File: src/rtl/iopm_pkg.sv
package iopm_pkg;

    typedef enum logic [1:0] {
        ST_IDLE = 2'd0,
        ST_BASE = 2'd1,
        ST_MAP  = 2'd2
    } iopm_state_e;

    localparam logic [3:0] TSS_TYPE_AVAIL32 = 4'd9;
    localparam int unsigned TSS_MIN_LIMIT   = 103;
    localparam int unsigned MAP_PTR_OFFSET  = 'h66;
    localparam int unsigned PORT_BYTE_SHIFT = 3;

endpackage

File: src/rtl/iopm_limit_cmp.sv
module iopm_limit_cmp
    import iopm_pkg::*;
#(
    parameter int ADDR_W = 32,
    parameter int PORT_W = 16,
    parameter int WORD_W = 16
) (
    input  logic [WORD_W-1:0] map_ptr,
    input  logic [PORT_W-1:0] port,
    input  logic [ADDR_W-1:0] seg_limit,
    output logic [ADDR_W-1:0] byte_off,
    output logic              fits
);

    localparam int EXT_W = ADDR_W + 1;

    logic [PORT_W-1:0] port_byte;
    logic [EXT_W-1:0]  last_byte;

    assign port_byte = port >> PORT_BYTE_SHIFT;
    assign byte_off  = ADDR_W'(map_ptr) + ADDR_W'(port_byte);
    // two bytes are always read, so the second byte must be within limit
    assign last_byte = {1'b0, byte_off} + EXT_W'(1);
    assign fits      = (last_byte <= {1'b0, seg_limit});

endmodule

File: config.mk
export PLATFORM = sky130hd
export DESIGN_NAME = iopm_limit_cmp
export DESIGN_NICKNAME = d
export VERILOG_FILES = /design/src/rtl/iopm_pkg.sv /design/src/rtl/iopm_limit_cmp.sv
export SDC_FILE = /design/constraint.sdc
export NUM_CORES = 1
export LEC_CHECK = 0
export BUFFER_PORTS_ARGS = -buffer_cell sky130_fd_sc_hd__clkbuf_2
export CAP_MARGIN = 40
export CELL_PAD_IN_SITES_DETAIL_PLACEMENT = 1
export CELL_PAD_IN_SITES_GLOBAL_PLACEMENT = 1
export CORE_UTILIZATION = 32
export DETAILED_ROUTE_END_ITERATION = 10
export PLACE_DENSITY_LB_ADDON = 0.1
export SYNTH_ARGS = -nofsm -noshare
export SYNTH_HDL_FRONTEND = slang
export SYNTH_SLANG_ARGS = --single-unit
export TNS_END_PERCENT = 50
File: constraint.sdc
create_clock -name vclk -period 4.9
set_input_delay 0.49 -clock vclk [all_inputs]
set_output_delay 0.49 -clock vclk [all_outputs]
set_load 0.02 [all_outputs]
==> impl_metrics.toml <==
[setup_path]
required_ns = 4.41
slowest_stage = "ha_1"
endpoint_kind = "output port"
crit_type = "input port to output port"
worst-path-max-fanout = 10
arrival_ns = 4.01
max_stage_delay_ns = 0.42
critPathLaunchType = "input port"
cp_top_family = "compound AO/OA/AOI/OAI gates"
cp.buffers_inverters = 2
crit_chain = "clkbuf_2 > ha_1 > and3_4 > nor2b_4 > o31ai_1 > o211ai_1 > a31oi_2 > nand4_2 > or3_4 > xnor2_1 > ha_1 > a21oi_1 > nor2b_1 > o21ai_0 > o211ai_1 > a21oi_1 > a211o_1 > clkbuf_2"

[route]
drt-initial-drc-count = 21
drc_errors = 0
viasPerCell = 4.840
postRouteAntennaNets = 0
first_pass_iters = 3
drt-total-wl_um = 4394
wl_per_cell_um = 11.53
dr_total_vias = 1844

[pwr]
internal-power_w = 0.0001425
p_leak_nw = 1.149
p_per_area_nw_per_um2 = 161.6
power_frac_seq_pct = 0
p_sw_w = 0.0002055
ir_drop_mv = 0.05849
pwr-share-comb_pct = 100.0
power_w = 0.0003480
switching_share_pct = 59.05
power_frac_clock_pct = 0

[sta]
rsz0062_at_grt = "false"
hold_violations = 0
slew_viol_final = 0
worstMarginPinSlew_ns = 0.5360
tns_ns = 0
fin_hold_ws_ns = 1.395
fin_crit_sh_pct = 91.79
slew_headroom_pct = 63.80
setup_viol = 0
min_period_ns = 4.498
max_freq_ghz = 0.2223

[layout]
area_delta_synth_final_pct = 24.08
nFlopsAndLatches = 0
stdcell_area_um2 = 2153
seqCellArea_um2 = 0
clock_buffers = 0
nNetsFinal = 410
layout-drive-gt1-share_pct = 32.48
antenna_cells = 0
instances_no_fill = 381
multi_input_area_um2 = 1543
fillers = 704

[synthesis]
syn_area_per_cell_um2 = 7.448
post-synth-top-count-cell = "ha_1"
netlist_top_cells_count = "ha_1, inv_1, xnor2_1"
yosysWarnings = 0
yosys-top-cells-area = "ha_1, xnor2_1, buf_4"
syn_inst = 233
synth_cell_type_count = 49
yosysTopAreaCell = "ha_1"
syn_area_um2 = 1735
synth_top_area_share_pct = 23.07
yosysSeqAreaShare_pct = 0

[floorplan]
fp.dieArea_um2 = 5721
coreArea_um2 = 5172
rows = 26
io-pin-count = 97
die_h_um = 75.64
start_util_pct = 33.55
die_w_um = 75.64

[status]
status = "completed"

[grt]
track_usage_pct = 15.63
grt_first_pass_wirelength_um = 7196
grt.busiest_layer = "met2"
gr-total-overflow = 0
grt_use_met3_pct = 0.3968
use_met1_pct = 19.78
grt_pass1_vias = 1709
grt_max_degree = 11
antenna_found_initial = 0
use_met2_pct = 31.05

[worst_hold_path]
worstHoldPathType = "input port to output port"

[place]
placed_cells = 380
post-dp-hpwl_um = 4081
portBuffers = 79
gp_congestion = 0.7700
place_area_um2 = 2142

[clock_tree]
hold_buffers = 0

[run]
cap_violations = 0
## metal layers
layer | share of wire [%] | wire (um)
met5 | 0 | 0
met2 | 50 | 2195
met4 | 0 | 0
met1 | 45 | 1983
met3 | 4.9 | 215
## logic make-up (layout without fill, tap and decap cells)
logic type,Yosys count,in the layout,synth area share (%)
buf+inv,48,111,14.56
xor+xnor,23,23,12.04
compound gates,57,57,26.17
fa+ha+maj,33,33,24.22
other cells,1,16,0.2161
simple gates,71,71,22.78
## stage by stage
stage	setup WS (ns)	util, %
after global placement	0.3837	41.41
after CTS	0.2608	41.41
after global routing	0.007829	41.63
after detailed placement	0.2858	41.41
final	0.4022	41.63
after floorplan	0.5969	-
## final timing paths
path   startpoint            to  slack [ns]  cells after the start
min   map_ptr[14]  byte_off[16]        1.40                      4
max    map_ptr[7]          fits        0.40                     18
## layout make-up
cell class	instances	share of cell area, %
timing repair buffer	81	19.06
multi-input combinational	200	71.64
tap	70	4.067
inverter	30	5.230
## repair_timing
item,CTS,global route
buffers inserted,0,1
endpoints found under the setup margin,0,1
gates resized for setup,0,1
## power groups by stage
stage	combinational, W	sequential (W)	clock, W
4_1_cts	0.000350	0	0
2_1_floorplan	0.000264	0	0
3_5_place_dp	0.000348	0	0
6_report	0.000348	0	0
5_1_grt	0.000392	0	0
3_3_place_gp	0.000341	0	0
## cells in the final DEF (no fill, tap or decap), types with 3 or more instances in the layout
| cell | netlist | layout |
|---|---|---|
| o21ai_0 | 7 | 7 |
| nand2_1 | 16 | 16 |
| xor2_1 | 5 | 5 |
| nand3_1 | 8 | 8 |
| a21oi_1 | 15 | 15 |
| nor2_1 | 12 | 12 |
| nand4_1 | 10 | 10 |
| conb_1 | 1 | 16 |
| xnor2_1 | 17 | 17 |
| clkbuf_2 | 0 | 79 |
| nor4_1 | 5 | 5 |
| inv_1 | 30 | 30 |
| ha_1 | 32 | 32 |
| a31oi_1 | 3 | 3 |
| a21o_1 | 8 | 8 |
| o211ai_1 | 3 | 3 |
| nor3_1 | 5 | 5 |
Power figures use the tool's default switching activity.
